$ cat src/rtl/dma_ag_pkg.sv
package dma_ag_pkg;
    typedef enum logic [2:0] {
        SEL_ADDR   = 3'd0,
        SEL_COUNT  = 3'd1,
        SEL_PAGE   = 3'd2,
        SEL_HIPAGE = 3'd3,
        SEL_MODE   = 3'd4,
        SEL_UNMASK = 3'd5,
        SEL_MASK   = 3'd6
    } wr_sel_e;

    typedef enum logic {
        S_MASKED = 1'b0,
        S_ACTIVE = 1'b1
    } chan_state_e;
endpackage

$ cat src/rtl/dma_ag_addr.sv
module dma_ag_addr #(
    parameter int WORD_CH = 0,
    parameter int CNT_W   = 16,
    parameter int PG_W    = 8,
    localparam int BUS_W  = CNT_W + 2 * PG_W
) (
    input  logic             clk,
    input  logic             rst_n,
    input  logic             ld_addr,
    input  logic             ld_page,
    input  logic             ld_hipage,
    input  logic [CNT_W-1:0] wdata,
    input  logic             step,
    input  logic             dec,
    input  logic             reload,
    output logic [BUS_W-1:0] bus_addr,
    output logic [1:0]       byte_en
);
    localparam logic [CNT_W-1:0] ONE_C = 1;

    logic [CNT_W-1:0] base_q, cur_q, cur_wrap;
    logic [PG_W-1:0]  page_q, hipage_q, page_n, hipage_n;
    logic [CNT_W-1:0] cur_ext;
    logic             ext_q;

    assign cur_wrap = dec ? cur_q - ONE_C : cur_q + ONE_C;

    generate
        if (WORD_CH != 0) begin : g_word
            localparam int LW = CNT_W + 2 * PG_W - 1;
            localparam logic [LW-1:0] ONE_L = 1;
            logic [LW-1:0] lin, lin_n;
            assign lin      = {hipage_q, page_q[PG_W-1:1], cur_q};
            assign lin_n    = dec ? lin - ONE_L : lin + ONE_L;
            assign hipage_n = lin_n[LW-1 -: PG_W];
            assign page_n   = {lin_n[CNT_W +: PG_W-1], page_q[0]};
            assign cur_ext  = lin_n[CNT_W-1:0];
            assign bus_addr = {lin, 1'b0};
            assign byte_en  = 2'b11;
        end else begin : g_byte
            localparam int LW = CNT_W + 2 * PG_W;
            localparam logic [LW-1:0] ONE_L = 1;
            logic [LW-1:0] lin, lin_n;
            assign lin      = {hipage_q, page_q, cur_q};
            assign lin_n    = dec ? lin - ONE_L : lin + ONE_L;
            assign hipage_n = lin_n[LW-1 -: PG_W];
            assign page_n   = lin_n[CNT_W +: PG_W];
            assign cur_ext  = lin_n[CNT_W-1:0];
            assign bus_addr = lin;
            assign byte_en  = cur_q[0] ? 2'b10 : 2'b01;
        end
    endgenerate

    always_ff @(posedge clk) begin
        if (!rst_n) begin
            base_q   <= '0;
            cur_q    <= '0;
            page_q   <= '0;
            hipage_q <= '0;
            ext_q    <= 1'b0;
        end else begin
            if (ld_addr) begin
                base_q <= wdata;
                cur_q  <= wdata;
            end else if (reload) begin
                cur_q <= base_q;
            end else if (step) begin
                if (ext_q) begin
                    cur_q    <= cur_ext;
                    page_q   <= page_n;
                    hipage_q <= hipage_n;
                end else begin
                    cur_q <= cur_wrap;
                end
            end
            if (ld_page) begin
                page_q <= wdata[PG_W-1:0];
                ext_q  <= 1'b0;
            end
            if (ld_hipage) begin
                hipage_q <= wdata[PG_W-1:0];
                ext_q    <= 1'b1;
            end
        end
    end

    AST_PAGE_HOLD_NOEXT: assert property (@(posedge clk) disable iff (!rst_n)
        (!ext_q && !ld_page && !ld_hipage) |=> ($stable(page_q) && $stable(hipage_q)));
endmodule

$ cat src/rtl/dma_ag_count.sv
module dma_ag_count #(
    parameter int WORD_CH = 0,
    parameter int CNT_W   = 16
) (
    input  logic             clk,
    input  logic             rst_n,
    input  logic             ld_cnt,
    input  logic [CNT_W-1:0] wdata,
    input  logic             step,
    input  logic             reload,
    output logic             tc_hit,
    output logic [CNT_W:0]   residue
);
    localparam logic [CNT_W-1:0] ONE_C = 1;

    logic [CNT_W-1:0] base_q, cur_q, plus1;

    assign tc_hit = step && (cur_q == '0);
    assign plus1  = cur_q + ONE_C;

    generate
        if (WORD_CH != 0) begin : g_word
            assign residue = {plus1, 1'b0};
        end else begin : g_byte
            assign residue = {1'b0, plus1};
        end
    endgenerate

    always_ff @(posedge clk) begin
        if (!rst_n) begin
            base_q <= '0;
            cur_q  <= '0;
        end else if (ld_cnt) begin
            base_q <= wdata;
            cur_q  <= wdata;
        end else if (reload) begin
            cur_q <= base_q;
        end else if (step) begin
            cur_q <= cur_q - ONE_C;
        end
    end

    AST_CNT_WRAP_AT_TC: assert property (@(posedge clk) disable iff (!rst_n)
        (step && cur_q == '0 && !ld_cnt && !reload) |=> (cur_q == '1));
endmodule

$ cat src/rtl/dma_addr_gen.sv
module dma_addr_gen
    import dma_ag_pkg::*;
#(
    parameter int WORD_CH = 0,
    parameter int CNT_W   = 16,
    parameter int PG_W    = 8,
    localparam int BUS_W  = CNT_W + 2 * PG_W
) (
    input  logic             clk,
    input  logic             rst_n,
    input  logic             wr_en,
    input  logic [2:0]       wr_sel,
    input  logic [CNT_W-1:0] wr_data,
    input  logic             xfer,
    output logic [BUS_W-1:0] bus_addr,
    output logic [1:0]       byte_en,
    output logic             tc,
    output logic             masked,
    output logic [CNT_W:0]   residue
);
    chan_state_e state_q, state_n;
    logic auto_q, dec_q, tc_q;
    logic step, tc_hit, reload;
    logic wr_unmask, wr_mask, wr_mode;

    assign wr_unmask = wr_en && (wr_sel == SEL_UNMASK);
    assign wr_mask   = wr_en && (wr_sel == SEL_MASK);
    assign wr_mode   = wr_en && (wr_sel == SEL_MODE);
    assign step      = xfer && (state_q == S_ACTIVE);
    assign reload    = tc_hit && auto_q;

    dma_ag_addr #(.WORD_CH(WORD_CH), .CNT_W(CNT_W), .PG_W(PG_W)) u_addr (
        .clk      (clk),
        .rst_n    (rst_n),
        .ld_addr  (wr_en && (wr_sel == SEL_ADDR)),
        .ld_page  (wr_en && (wr_sel == SEL_PAGE)),
        .ld_hipage(wr_en && (wr_sel == SEL_HIPAGE)),
        .wdata    (wr_data),
        .step     (step),
        .dec      (dec_q),
        .reload   (reload),
        .bus_addr (bus_addr),
        .byte_en  (byte_en)
    );

    dma_ag_count #(.WORD_CH(WORD_CH), .CNT_W(CNT_W)) u_cnt (
        .clk    (clk),
        .rst_n  (rst_n),
        .ld_cnt (wr_en && (wr_sel == SEL_COUNT)),
        .wdata  (wr_data),
        .step   (step),
        .reload (reload),
        .tc_hit (tc_hit),
        .residue(residue)
    );

    always_comb begin
        state_n = state_q;
        unique case (state_q)
            S_MASKED: if (wr_unmask) state_n = S_ACTIVE;
            S_ACTIVE: begin
                if (wr_mask)                     state_n = S_MASKED;
                else if (wr_unmask)              state_n = S_ACTIVE;
                else if (tc_hit && !auto_q)      state_n = S_MASKED;
            end
            default: state_n = S_MASKED;
        endcase
    end

    always_ff @(posedge clk) begin
        if (!rst_n) state_q <= S_MASKED;
        else        state_q <= state_n;
    end

    always_ff @(posedge clk) begin
        if (!rst_n) begin
            tc_q   <= 1'b0;
            auto_q <= 1'b0;
            dec_q  <= 1'b0;
        end else begin
            tc_q <= tc_hit;
            if (wr_mode) begin
                auto_q <= wr_data[0];
                dec_q  <= wr_data[1];
            end
        end
    end

    assign tc     = tc_q;
    assign masked = (state_q == S_MASKED);

    AST_TC_AFTER_XFER: assert property (@(posedge clk) disable iff (!rst_n)
        tc |-> $past(xfer));
    AST_MASK_ON_FINISH: assert property (@(posedge clk) disable iff (!rst_n)
        (tc_hit && !auto_q && !wr_en) |=> masked);
    AST_ACTIVE_ON_RELOAD: assert property (@(posedge clk) disable iff (!rst_n)
        (tc_hit && auto_q && !wr_en) |=> !masked);
    AST_MASKED_FREEZE: assert property (@(posedge clk) disable iff (!rst_n)
        (masked && !wr_en) |=> $stable(bus_addr));
endmodule

$ cat config.mk
export PLATFORM = sky130hd
export DESIGN_NAME = dma_addr_gen
export DESIGN_NICKNAME = d
export VERILOG_FILES = /design/src/rtl/dma_ag_pkg.sv /design/src/rtl/dma_ag_addr.sv /design/src/rtl/dma_ag_count.sv /design/src/rtl/dma_addr_gen.sv
export SDC_FILE = /design/constraint.sdc
export NUM_CORES = 1
export LEC_CHECK = 0
export BUFFER_PORTS_ARGS = -buffer_cell sky130_fd_sc_hd__clkbuf_2
export CAP_MARGIN = 20
export CORE_MARGIN = 2
export CORE_UTILIZATION = 40
export DETAILED_ROUTE_END_ITERATION = 10
export MAX_ROUTING_LAYER = met4
export PLACE_DENSITY_LB_ADDON = 0.08
export SKIP_CTS_REPAIR_TIMING = 1
export SLEW_MARGIN = 25
export SYNTH_ARGS = -nofsm -noshare
export SYNTH_HDL_FRONTEND = slang
export SYNTH_SLANG_ARGS = --single-unit
$ cat constraint.sdc
create_clock -name clk -period 3.1 [get_ports clk]
set_input_delay 0.62 -clock clk [delete_from_list [all_inputs] [get_ports clk]]
set_output_delay 0.62 -clock clk [all_outputs]
set_load 0.02 [all_outputs]
==> results of run 1 <==
-- power groups by stage --
stage,logic [W],clock network (W),registers [W]
CTS,0.000412,0.00124,0.00117
detailed placement,0.000409,0,0.00119
global route,0.000456,0.00130,0.00117
finish,0.000413,0.00122,0.00117
floorplan,0.000273,0,0.00119
global placement,0.000405,0,0.00119
-- flip-flops by register name, summed over array words and instances (netlist names) --
register	count
u_addr.cur_q	16
u_addr.hipage_q	8
auto_q	1
state_q	1
u_addr.base_q	16
dec_q	1
u_cnt.cur_q	16
u_addr.page_q	8
u_cnt.base_q	16
tc	1
u_addr.ext_q	1
-- how the worst max path moves through the flow --
| stage | to | slack (ps) | cells past startpoint |
|---|---|---|---|
| 2_1_floorplan | u_addr.hipage_q[7] | 40 | 10 |
| 3_3_place_gp | u_addr.hipage_q[1] | 320 | 10 |
| 3_5_place_dp | u_addr.hipage_q[1] | 250 | 10 |
| 4_1_cts | u_addr.hipage_q[1] | 220 | 10 |
| 5_1_grt | u_addr.hipage_q[5] | 10 | 10 |
| 6_report | u_addr.hipage_q[4] | 290 | 11 |
-- Yosys cell counts, drive strengths merged, types with 8 or more instances --
cell,instances
xnor2,22
dfxtp,85
o221ai,12
a21oi,118
nor2,50
xor2,16
buf,17
ha,33
clkbuf,41
a31oi,10
o211ai,28
nand4,8
o21ai,48
nand3,30
nand2,135
nor3,17
a21o,23
inv,14
-- layout make-up --
| class | instances | area [um2] |
|---|---|---|
| sequential | 85 | 1702 |
| timing repair buffer | 92 | 518.0 |
| tap | 184 | 230.2 |
| multi-input combinational | 657 | 4026 |
| fill | 1518 | 7779 |
| clock buffer | 10 | 239.0 |
| inverter | 15 | 56.30 |
| clock inverter | 6 | 93.84 |
-- stage by stage --
step / std cells / util [%] / setup slack [ps] / cell area (um2) / hold slack (ps)
final: 1049 / 46.88 / 294.1 / 6865 / 454.7
after global routing: 1049 / 46.88 / 13.22 / 6865 / 475.0
after CTS: 1049 / 46.88 / 223.7 / 6865 / 455.6
after detailed placement: 1033 / 44.61 / 251.2 / 6533 / 445.9
after global placement: 1033 / 44.61 / 316.5 / 6533 / 441.9
after floorplan: 815 / - / 44.64 / 6050 / 433.2
-- layer usage --
layer,global-route usage (%),vias up
li1,-,3073
met1,34.65,2969
met2,37.57,175
met3,2.010,25
met4,7.563,0
met5,-,-
-- worst max-delay path, cell delays in order, from the launching register on --
cell	delay (ps)
dfxtp_1	330
buf_4	250
inv_1	140
fa_1	420
nor2b_1	170
o2111ai_1	160
nand2_1	190
a21bo_2	180
nand3_1	90
nand3b_1	200
mux2_2	370
a211oi_1	210
-- cells by family (layout without fill, tap and decap cells) --
family,Yosys count,after routing,synth area share [%]
other cells,1,1,0.06199
buf+inv,73,123,5.398
fa+ha+maj,34,34,7.156
simple gates,290,290,22.98
compound gates,291,291,30.26
xor+xnor,38,38,5.501
flops,85,85,28.13
mux,3,3,0.5171
==> results.cfg, run 1 <==
[die]
rows = 44
die_w_um = 127.0
ios = 76
core_mm2 = 0.01464
start_util_pct = 41.31
fp.dieArea_mm2 = 0.01612
die_height_um = 127.0

[power]
swShare_pct = 28.44
p_clk_share_pct = 43.6
max-vdd-ir-drop_uv = 249.7
fin_total_pwr_w = 0.002805
pwr-share-comb_pct = 14.7
p_int_w = 0.002007
switchingPower_w = 0.0007976
power.density_mw_per_mm2 = 408.6
seqPwrFrac_pct = 41.7
p_leak_nw = 2.822

[critical_path]
rrSetupSlack_ps = 290
ff2ff_path_depth = 11
startpoint_type = flip-flop
worstSetupEndpointType = flip-flop
worst-path-max-fanout = 18
worstPathRequired_ps = 3360
timing.rr.end = u_addr.hipage_q[4]
critical_path_class = flip-flop to flip-flop
crit_arrival_ps = 3070
critPathLaunch = dec_q
r2r_start = dec_q

[layout]
drive_gt1_share_pct = 15.14
nets = 917
diodes = 0
area_growth_pct = 13.48
final_cell_mix = 133 x nand2_1, 117 x a21oi_1, 85 x dfxtp_1
layout_commonest_cell = nand2_1

[synth]
yosysTopAreaCellShare_pct = 28.13
yosys_warnings = 0
synth_cell_types = 74
syn_area_mm2 = 0.006050
yosysTopAreaCell = dfxtp_1
yosysSeqAreaShare_pct = 28.13
synth-edff-count = 0
syn_area_per_cell_um2 = 7.423
ys_async_sr_fraction_pct = 0
synth_nets = 872
ys_seq_elements = 85
synthFlopType = dfxtp_1
synthCells = 815
synth.area.top_cells = dfxtp_1 28%, a21oi_1 9.7%, nand2_1 8.3%

[cts]
cts_tree = yes
clk-insertion-delay-late_ps = 350
clkTransAtPathRegs_ps = 70
clock_path_buffers = 2
cts_root_buf = clkbuf_16
clock_sinks = 85
cts_buffers = 9
h-tree-depth = 3

[placement]
place.gp.congestion = 0.9085
port_buffers = 74
dpl.hpwl_um = 14380

[route]
drt_iter0_drc = 464
wl_met2_um = 8707
wirelength_um = 19310
vias_per_cell = 5.950
route.met3.wl_um = 785
top_layer = met4
final_antenna_net_count = 0
wl_met1_um = 9467
drc = 0
wl_per_cell_um = 18.40
vias = 6242
first_pass_iters = 7

[sta]
finalSetupTns_ps = 0
skew_ps = 8.254
fmax_ghz = 0.3564
slew_violations = 0
finalCriticalPeriod_ps = 2806
rsz0062_at_grt = no
finalHoldViolCount = 0
worst_pin_slew_ps = 986.8
slew_headroom_pct = 34.21
finalCritPeriodShare_pct = 90.51
setup_viol = 0

[min_path]
holdPathEnd = u_cnt.base_q[9]
min-delay-start = u_cnt.base_q[9]
hold_class = flip-flop to flip-flop
min_path_cells = 2

[job]
maxCapViolCount = 0

[run_status]
status = finished clean

[global_route]
track_usage_pct = 24.55
grt-ovfl-total = 0
first_global_vias = 5557
grt_max_degree = 35
grt_first_pass_wirelength_um = 30530
antenna_found_initial = 0
Power figures use the tool's default switching activity.
==> run 2: changes to the inputs <==
==> constraint.sdc (replaced) <==
create_clock -name clk -period 3 [get_ports clk]
set_input_delay 0.6 -clock clk [delete_from_list [all_inputs] [get_ports clk]]
set_output_delay 0.6 -clock clk [all_outputs]
set_load 0.02 [all_outputs]
==> results.cfg, run 2 (synthesized netlist as in run 1, its figures left out) <==
[run_status]
status = finished clean

[global_route]
antenna_found_initial = 0
first_global_vias = 5845
grt_first_pass_wirelength_um = 30710
grt_max_degree = 35
grt-ovfl-total = 0
track_usage_pct = 24.61

[critical_path]
worstSetupEndpointType = flip-flop
critical_path_class = flip-flop to flip-flop
r2r_start = dec_q
worst-path-max-fanout = 24
startpoint_type = flip-flop
path_cells = buf_12, ha_1, a21oi_1, o21ai_0, a221oi_2, a21o_1, o31a_1, a31oi_2, o41ai_1, nor2_1
slowest_delay_ps = 450
crit_arrival_ps = 3020
path_delay_family = compound AO/OA/AOI/OAI gates
cp_num_buf_inv = 1
worstPathRequired_ps = 3230
critPathLaunch = dec_q
worstSetupPathDepth = 10
cpMaxStageDelayCell = dfxtp_2
critPathCapture = u_addr.hipage_q[3]
ff2ff_path_depth = 10
timing.rr.end = u_addr.hipage_q[3]
rrSetupSlack_ps = 220

[cts]
h-tree-depth = 3
clock_sinks = 85
clock_path_buffers = 2
clk-insertion-delay-late_ps = 350
cts_root_buf = clkbuf_16
cts_buffers = 9
clkTransAtPathRegs_ps = 70
cts_tree = yes

[die]
die_w_um = 127.0
fp.dieArea_mm2 = 0.01612
die_height_um = 127.0
ios = 76
rows = 44
start_util_pct = 41.31
core_mm2 = 0.01464

[placement]
port_buffers = 74
place.gp.congestion = 0.9905
dpl.hpwl_um = 13980
place_area_mm2 = 0.006546
place_ws_ps = 190.3

[sta]
worst_pin_slew_ps = 683.9
slew_violations = 0
fin_ws_ps = 216.7
fmax_ghz = 0.3593
slew_headroom_pct = 53.99
finalHoldViolCount = 0
setup_viol = 0
skew_ps = 4.572
finalCritPeriodShare_pct = 92.78
finalCriticalPeriod_ps = 2783

[layout]
diodes = 0
layout_commonest_cell = nand2_1
area_growth_pct = 13.13
final_cell_mix = 133 x nand2_1, 115 x a21oi_1, 84 x dfxtp_1
drive_gt1_share_pct = 15.39
stdcell_area_mm2 = 0.006844
nets = 917

[route]
drc = 0
wirelength_um = 19250
wl_per_cell_um = 18.37
vias = 6198
vias_per_cell = 5.914
first_pass_iters = 5
final_antenna_net_count = 0
drt_iter0_drc = 415

[power]
power.density_mw_per_mm2 = 403.2
max-vdd-ir-drop_uv = 278.8
p_leak_nw = 2.802

[min_path]
hold_class = flip-flop to flip-flop

[job]
maxCapViolCount = 0
## run 2: cell count changes in the layout (fill, tap and decap cells not counted), moves of 2 or more
cell and change:
a21oi_1 -2, clkbuf_1 +2, clkinv_4 -2, a21oi_2 +2
## run 2: worst min-delay path, cell delays in order (launching register included)
cell and delay [ps]:
dfxtp_1 310, nand2_1 50, a21oi_1 50
## run 2: layout make-up
class                           instances  area, um2
Multi-Input combinational cell        657       4041
Tap cell                              184      230.2
Sequential cell                        85       1703
Clock buffer                           11      232.7
Clock inverter                          4      50.05
Inverter                               15      56.30
Fill cell                            1515       7800
Timing Repair Buffer                   92      530.5
## run 2: how the worst min path moves through the flow
stage | depth (start not counted) | from | slack [ps] | to
floorplan | 2 | u_cnt.base_q[10] | 430 | u_cnt.base_q[10]
global route | 2 | u_addr.base_q[3] | 470 | u_addr.base_q[3]
finish | 2 | u_cnt.base_q[10] | 450 | u_cnt.base_q[10]
detailed placement | 2 | u_cnt.base_q[10] | 450 | u_cnt.base_q[10]
CTS | 2 | u_cnt.base_q[10] | 460 | u_cnt.base_q[10]
global placement | 2 | u_cnt.base_q[14] | 440 | u_cnt.base_q[14]
## run 2: stage by stage
stage               hold slack, ps  instances  TNS [ps]  utilization [%]  total power [W]
detailed placement           447.1       1033         0            44.70         0.001655
global route                 470.6       1048    -22.82            46.74         0.002881
floorplan                    433.2        815         0                -         0.001517
CTS                          455.7       1048         0            46.63         0.002782
finish                       454.0       1048         0            46.74         0.002760
global placement             439.9       1033         0            44.70         0.001650
## run 2: where the power goes
group / internal (W) / switching, W / leakage, nW
clock network: 0.000641 / 0.000485 / 0.132
registers: 0.00116 / 0.0000445 / 0.690
logic: 0.000151 / 0.000275 / 1.98
## run 2: layer usage
layer	GRT usage, %	wire length, um
met1	32.77	9125
met2	38.90	8962
met3	2.513	786
met4	9.179	375
met5	-	0
